File: src/rtl/fsh_pkg.sv
package fsh_pkg;
  localparam logic [2:0] OP_LSL  = 3'b000;
  localparam logic [2:0] OP_LSR  = 3'b001;
  localparam logic [2:0] OP_ASL  = 3'b010;
  localparam logic [2:0] OP_ASR  = 3'b011;
  localparam logic [2:0] OP_ROL  = 3'b100;
  localparam logic [2:0] OP_ROR  = 3'b101;

  // Left-type codes place the operand high in the field.
  function automatic logic op_is_left(input logic [2:0] op);
    return (op == OP_LSL) || (op == OP_ASL) || (op == OP_ROL);
  endfunction
endpackage

File: src/rtl/fsh_field_build.sv
module fsh_field_build #(
  parameter int N = 8
) (
  input  logic [N-1:0]   opnd_i,
  input  logic [2:0]     op_i,
  output logic [2*N-2:0] field_o
);
  import fsh_pkg::*;

  localparam int FW = 2*N - 1;

  logic [N-2:0] sign_fill;
  assign sign_fill = {(N-1){opnd_i[N-1]}};

  always_comb begin
    case (op_i)
      OP_LSL, OP_ASL: field_o = {opnd_i, {(N-1){1'b0}}};
      OP_ROL:         field_o = {opnd_i, opnd_i[N-1:1]};
      OP_LSR:         field_o = {{(N-1){1'b0}}, opnd_i};
      OP_ASR:         field_o = {sign_fill, opnd_i};
      OP_ROR:         field_o = {opnd_i[N-2:0], opnd_i};
      default:        field_o = FW'(opnd_i);
    endcase
  end
endmodule

File: src/rtl/fsh_offset_calc.sv
module fsh_offset_calc #(
  parameter int N  = 8,
  parameter int AW = $clog2(N)
) (
  input  logic [AW-1:0] amt_i,
  input  logic [2:0]    op_i,
  output logic [AW-1:0] off_o
);
  import fsh_pkg::*;

  localparam logic [AW-1:0] TOP_OFF = AW'(N - 1);

  always_comb begin
    if (op_is_left(op_i))
      off_o = TOP_OFF - amt_i;
    else if (op_i[2:1] == 2'b11)
      off_o = '0;
    else
      off_o = amt_i;
  end
endmodule

File: src/rtl/fsh_mux_stage.sv
module fsh_mux_stage #(
  parameter int OW = 8,
  parameter int SH = 1
) (
  input  logic [OW+SH-1:0] in_i,
  input  logic             sel_i,
  output logic [OW-1:0]    out_o
);
  assign out_o = sel_i ? in_i[SH +: OW] : in_i[OW-1:0];
endmodule

File: src/rtl/fsh_window_mux.sv
module fsh_window_mux #(
  parameter int N  = 8,
  parameter int AW = $clog2(N)
) (
  input  logic [2*N-2:0] field_i,
  input  logic [AW-1:0]  off_i,
  output logic [N-1:0]   win_o
);
  // Stage i serves offset bit AW-1-i; the field narrows by 2**bit each stage.
  for (genvar i = 0; i < AW; i++) begin : g_st
    localparam int BIT = AW - 1 - i;
    localparam int SH  = 1 << BIT;
    localparam int OW  = N + SH - 1;
    logic [OW+SH-1:0] lvl_in;
    logic [OW-1:0]    lvl;
    if (i == 0) begin : g_first
      assign lvl_in = field_i;
    end else begin : g_next
      assign lvl_in = g_st[i-1].lvl;
    end
    fsh_mux_stage #(.OW(OW), .SH(SH)) u_stage (
      .in_i (lvl_in),
      .sel_i(off_i[BIT]),
      .out_o(lvl)
    );
  end

  assign win_o = g_st[AW-1].lvl;
endmodule

File: src/rtl/funnel_shifter.sv
module funnel_shifter #(
  parameter int N  = 8,
  parameter int AW = $clog2(N)
) (
  input  logic [N-1:0]  opnd_i,
  input  logic [AW-1:0] amt_i,
  input  logic [2:0]    op_i,
  output logic [N-1:0]  res_o
);
  import fsh_pkg::*;

  logic [2*N-2:0] field;
  logic [AW-1:0]  off;

  fsh_field_build #(.N(N)) u_field (
    .opnd_i (opnd_i),
    .op_i   (op_i),
    .field_o(field)
  );

  fsh_offset_calc #(.N(N), .AW(AW)) u_off (
    .amt_i(amt_i),
    .op_i (op_i),
    .off_o(off)
  );

  fsh_window_mux #(.N(N), .AW(AW)) u_win (
    .field_i(field),
    .off_i  (off),
    .win_o  (res_o)
  );

  // Result checks on settled values
  logic [N-1:0] low_mask;
  logic [N-1:0] high_mask;
  assign low_mask  = (N'(1) << amt_i) - N'(1);
  assign high_mask = ~({N{1'b1}} >> amt_i);

  always_comb begin
    if (op_i == OP_LSL)
      AST_LSL_ZERO_FILL: assert ((res_o & low_mask) == '0);
    if (op_i == OP_LSR)
      AST_LSR_ZERO_FILL: assert ((res_o & high_mask) == '0);
    if (op_i == OP_ASL)
      AST_ASL_ZERO_FILL: assert ((res_o & low_mask) == '0);
    if (op_i == OP_ASR)
      AST_ASR_SIGN_KEEP: assert (res_o[N-1] == opnd_i[N-1]);
    if (op_i == OP_ROL)
      AST_ROL_POPCOUNT: assert ($countones(res_o) == $countones(opnd_i));
    if (op_i == OP_ROR)
      AST_ROR_POPCOUNT: assert ($countones(res_o) == $countones(opnd_i));
    if (amt_i == '0)
      AST_ZERO_AMT_IDENT: assert (res_o == opnd_i);
    if (op_i[2:1] == 2'b11)
      AST_PASS_IDENT: assert (res_o == opnd_i);
  end
endmodule

File: config.mk
export PLATFORM = sky130hd
export DESIGN_NAME = funnel_shifter
export DESIGN_NICKNAME = d
export VERILOG_FILES = /design/src/rtl/fsh_pkg.sv /design/src/rtl/fsh_field_build.sv /design/src/rtl/fsh_offset_calc.sv /design/src/rtl/fsh_mux_stage.sv /design/src/rtl/fsh_window_mux.sv /design/src/rtl/funnel_shifter.sv
export SDC_FILE = /design/constraint.sdc
export NUM_CORES = 1
export LEC_CHECK = 0
export CAP_MARGIN = 25
export CORE_ASPECT_RATIO = 0.75
export CORE_MARGIN = 1.5
export CORE_UTILIZATION = 59
export DETAILED_ROUTE_END_ITERATION = 6
export PLACE_DENSITY = 0.93
export SETUP_SLACK_MARGIN = 0.1
export SYNTH_ARGS = -nofsm -noshare
export SYNTH_HDL_FRONTEND = slang
export SYNTH_SLANG_ARGS = --single-unit
File: constraint.sdc
create_clock -name vclk -period 4
set_input_delay 1 -clock vclk [all_inputs]
set_output_delay 1 -clock vclk [all_outputs]
set_load 0.02 [all_outputs]
==> results.md, run 1 <==
- Tool Error: [ERROR DPL-0038] Utilization greater than 100%, impossible to legalize
- Largest net degree at the start of global routing: 18
- IO Port Bufs: 22
- Placed Area: around 0.0014 mm2
- Mapped Cells: 150
- Syn avg cell area: roughly 6.8 um2
- Die Span Y: between 30 and 40 um
- Post-GRT worst EP: res_o[4]
- Post-DP HPWL: around 3300 um
- Syn nets: 164
- Synth unique cells: 50
- Yosys warning total: 0
- Worst ep type: primary output
- Stopped at: 5_1_grt
- Outcome: aborted with a tool error
- DIE WIDTH: just over 50 um
- Starting Density: 65.79%
- Sequential share of the synthesized area: 0%
- Site Rows: 12
- Synth Cell Area: ~0.0010 mm2
- Io pins: 22
- GP Congestion: slightly above 0.9
==> cells in the mapped netlist (2+ instances only) <==
cell,n,area (um2)
and4b_1,5,50.05
and3b_1,2,17.52
a21oi_1,8,40.04
nor4_1,4,25.02
buf_2,9,45.04
and2_1,3,18.77
nor3_1,4,20.02
a221o_1,2,20.02
inv_1,5,18.77
a221oi_1,2,17.52
nor3b_1,10,75.07
nor2_1,10,37.54
nand2_1,7,26.28
or2_2,2,12.51
a22oi_1,3,22.52
o22ai_1,5,31.28
a31oi_1,3,18.77
clkbuf_1,3,11.26
and3_1,2,12.51
buf_6,4,45.04
nand2b_1,4,25.02
nand3b_1,2,15.01
nand4_1,2,12.51
buf_4,2,15.01
mux2i_1,10,100.1
nor2b_1,2,12.51
o21ai_0,12,60.06
==> cell families after synthesis <==
kind of cell              synth area share [%]
AOI/OAI and AO/OA                        33.98
and+or+nand+nor                          41.41
buffers and inverters                    13.15
xor gates and xnor gates                 1.706
muxes                                    9.745
==> stage by stage <==
| stage | worst slack, ns | cells |
|---|---|---|
| floorplan | 0.5998 | 150 |
| global placement | -0.4225 | 212 |
| detailed placement | -0.5674 | 212 |
| CTS | 0.01789 | 213 |
==> what timing repair did <==
item | CTS
hold buffers | 0
resized for setup | 39
buffers inserted | 1
endpoints found under the setup margin | 8
==> run 2, diff against run 1 <==
CORE_AREA = 2 2 63 65   (was not set)
CORE_ASPECT_RATIO = not set   (was 0.75)
CORE_MARGIN = not set   (was 1.5)
CORE_UTILIZATION = not set   (was 59)
DIE_AREA = 0 0 65 67   (was not set)
PLACE_DENSITY = not set   (was 0.93)
PLACE_DENSITY_LB_ADDON = 0.15   (was not set)
SETUP_SLACK_MARGIN = not set   (was 0.1)
==> results.md, run 2 <==
- Worst VDD drop: between 0.04 and 0.05 mV
- Io pins: 22 (unchanged)
- DP Cell Count: 244 (+15%)
- Hold_ws: 2.986 ns
- Multi-input gate area: just over 0.001 mm2
- DIE WIDTH: 65 um (+27%)
- GP Congestion: 0.8333 (-10%)
- Die ar.: roughly 0.0044 mm2
- Post-synth top area share: 9.744% (unchanged)
- Syn nets: 164 (unchanged)
- Synth area leaders: mux2i_1 (9.7%), nor3b_1 (7.3%), o21ai_0 (5.8%)
- Initial antenna violation count: 0
- Final Util: approximately 48%
- 1st-pass router iterations: 4
- Nets: around 220
- Most frequent cells in the layout: buf_4 (48), o21ai_0 (12), nor2_1 (10), clkdlybuf4s50_1 (10), mux2i_1 (9)
- Hold-fix buffers at CTS: 0 (unchanged)
- Pint: approximately 0.13 mW
- Critical Path Source Type: input port
- Largest net degree at the start of global routing: 22
- Crit end category: output port
- Critical path, cell by cell: clkdlybuf4s50_1 -> and4b_4 -> nor4_4 -> buf_4 -> mux2i_2 -> mux2i_1 -> buf_4 -> o22ai_1 -> buf_4
- CP dominant cell by count: buf_4
- Die Span Y: 67 um (+71%)
- Lkg Pwr: just under 0.8 nW
- Commonest cells in the netlist: o21ai_0 (12), mux2i_1 (10), nor2_1 (10), nor3b_1 (10), buf_2 (9)
- Sw Share: between 50% and 60%
- Site Rows: 22 (+10)
- DRT antenna net count: 0
- Max Cap Viol: 0
- Yosys warning total: 0 (unchanged)
- Critical Path AT: 2.87 ns
- Synth unique cells: 50 (unchanged)
- Period utilisation layout: a little over nine tenths
- Worst-Margin Slew: between 0.3 and 0.4 ns
- Pwr dens: ~150 mW/mm2
- Switching power: approximately 0.13 mW
- Overall routed net length: 3893 um
- Final std cells w/o fill: 253
- Outcome: completed
- Min Clock Period, post-route: 3.875 ns
- M1 WL: 1740 um
- Placed Area: 0.001531 mm2 (+6.7%)
- Clock power share: 0%
- Syn avg cell area: 6.848 um2 (unchanged)
- Starting Density: 28.49% (-37 points)
- Slew Viols, Final: 0
- DRC: 0
- Comb power frac: 100.0%
- Vias: ~1,400
- Sequential cells: 0
- Worst-path fanout max: 5
- Total track usage: between 10% and 20%
- Critical path type: input port to output port
- Sequential share of the synthesized area: 0% (unchanged)
- Crit-path slowest cell: clkdlybuf4s50_1
- First-pass GRT wire length: approximately 5700 um
- Synth Cell Area: 0.001027 mm2 (unchanged)
- Leading cell type by number of instances after synthesis: o21ai_0
- Final setup vio count: 0
- Mapped Cells: 150 (unchanged)
- Post-DP HPWL: 2743 um (-18%)
- Overflow after GRT: 0
- First DRT Iteration DRCs: 74
- IO Port Bufs: 22 (unchanged)
- Metal2 WL: 1966 um
- Core area: 0.003606 mm2
- Post-route cell area: approximately 0.0017 mm2
- Fillcell total: about 370
- Wire length on met3: approximately 110 um
- CP required: 3.00 ns
- Final hold vios: 0
- Overall Power: between 0.2 and 0.3 mW
- Top Layer Used: met4
- Slew headroom: about three quarters
- Vias per cell: roughly 5.5
- Register area: 0 um2
- Area Growth Syn to Fin: 68.21%
- Clock buffers: 0
- Share of layout cells above drive strength 1: about 42%
- Drt wl/cell: ~15 um
- Vias in the first global route: 1,232
- FMAX: 258.1 MHz
- Most common cell after layout, fill and taps aside: buf_4
- Sequential Power Share: 0%
- Ant diodes: 0
- RSZ-0062 raised after global routing: false
- CP peak stage delay: 0.56 ns
- Min-Delay Path Class: input port to output port
- Post-synth top area cell: mux2i_1
[run 2: worst max-delay path, delay by kind of cell]
family,cells,cell delay (ns)
mux,2,0.28
compound gates,1,0.14
buf+inv,4,1.01
simple gates,2,0.44
[run 2: area by class of cell]
class / instances / area share, %
Tap cell: 48 / 3.476
Inverter: 5 / 1.086
Timing Repair Buffer: 73 / 36.21
Multi-Input combinational cell: 127 / 59.23
[run 2: cells by family after synthesis]
family	share of synthesized area (%)
mux	9.745
buf+inv	13.15
compound gates	33.98
simple gates	41.41
xor+xnor	1.706
[run 2: repair_timing]
action,in CTS,in global routing
resized for setup,32,29
endpoints found under the setup margin,8,8
setup buffers,3,4
cloned,0,2
pin swaps,5,11
[run 2: power by group through the flow]
stage	logic (mW)	registers (mW)	clock network (mW)
after CTS	0.240	0	0
after global placement	0.243	0	0
final	0.264	0	0
after global routing	0.284	0	0
after floorplan	0.138	0	0
after detailed placement	0.244	0	0
[run 2: path summary, 6_finish.rpt]
path                   from       end  cells after the start
setup / recovery  opnd_i[7]  res_o[4]                      9
hold / removal      op_i[2]  res_o[3]                      6
[run 2: through the flow]
stage	TNS, ns	worst slack [ns]
after floorplan	0	0.5998
after global placement	-2.983	-0.4369
after detailed placement	-3.278	-0.5020
after CTS	0	0.002367
after global routing	0	0.01269
final	0	0.1255
[run 2: per-layer routing]
| metal | vias to the layer above | global-route usage (%) |
|---|---|---|
| met2 | 32 | 29.90 |
| met5 | - | 0 |
| li1 | 688 | - |
| met4 | 0 | 0 |
| met1 | 655 | 21.50 |
| met3 | 6 | 0 |
No activity file was read; power rests on OpenSTA's default activity.
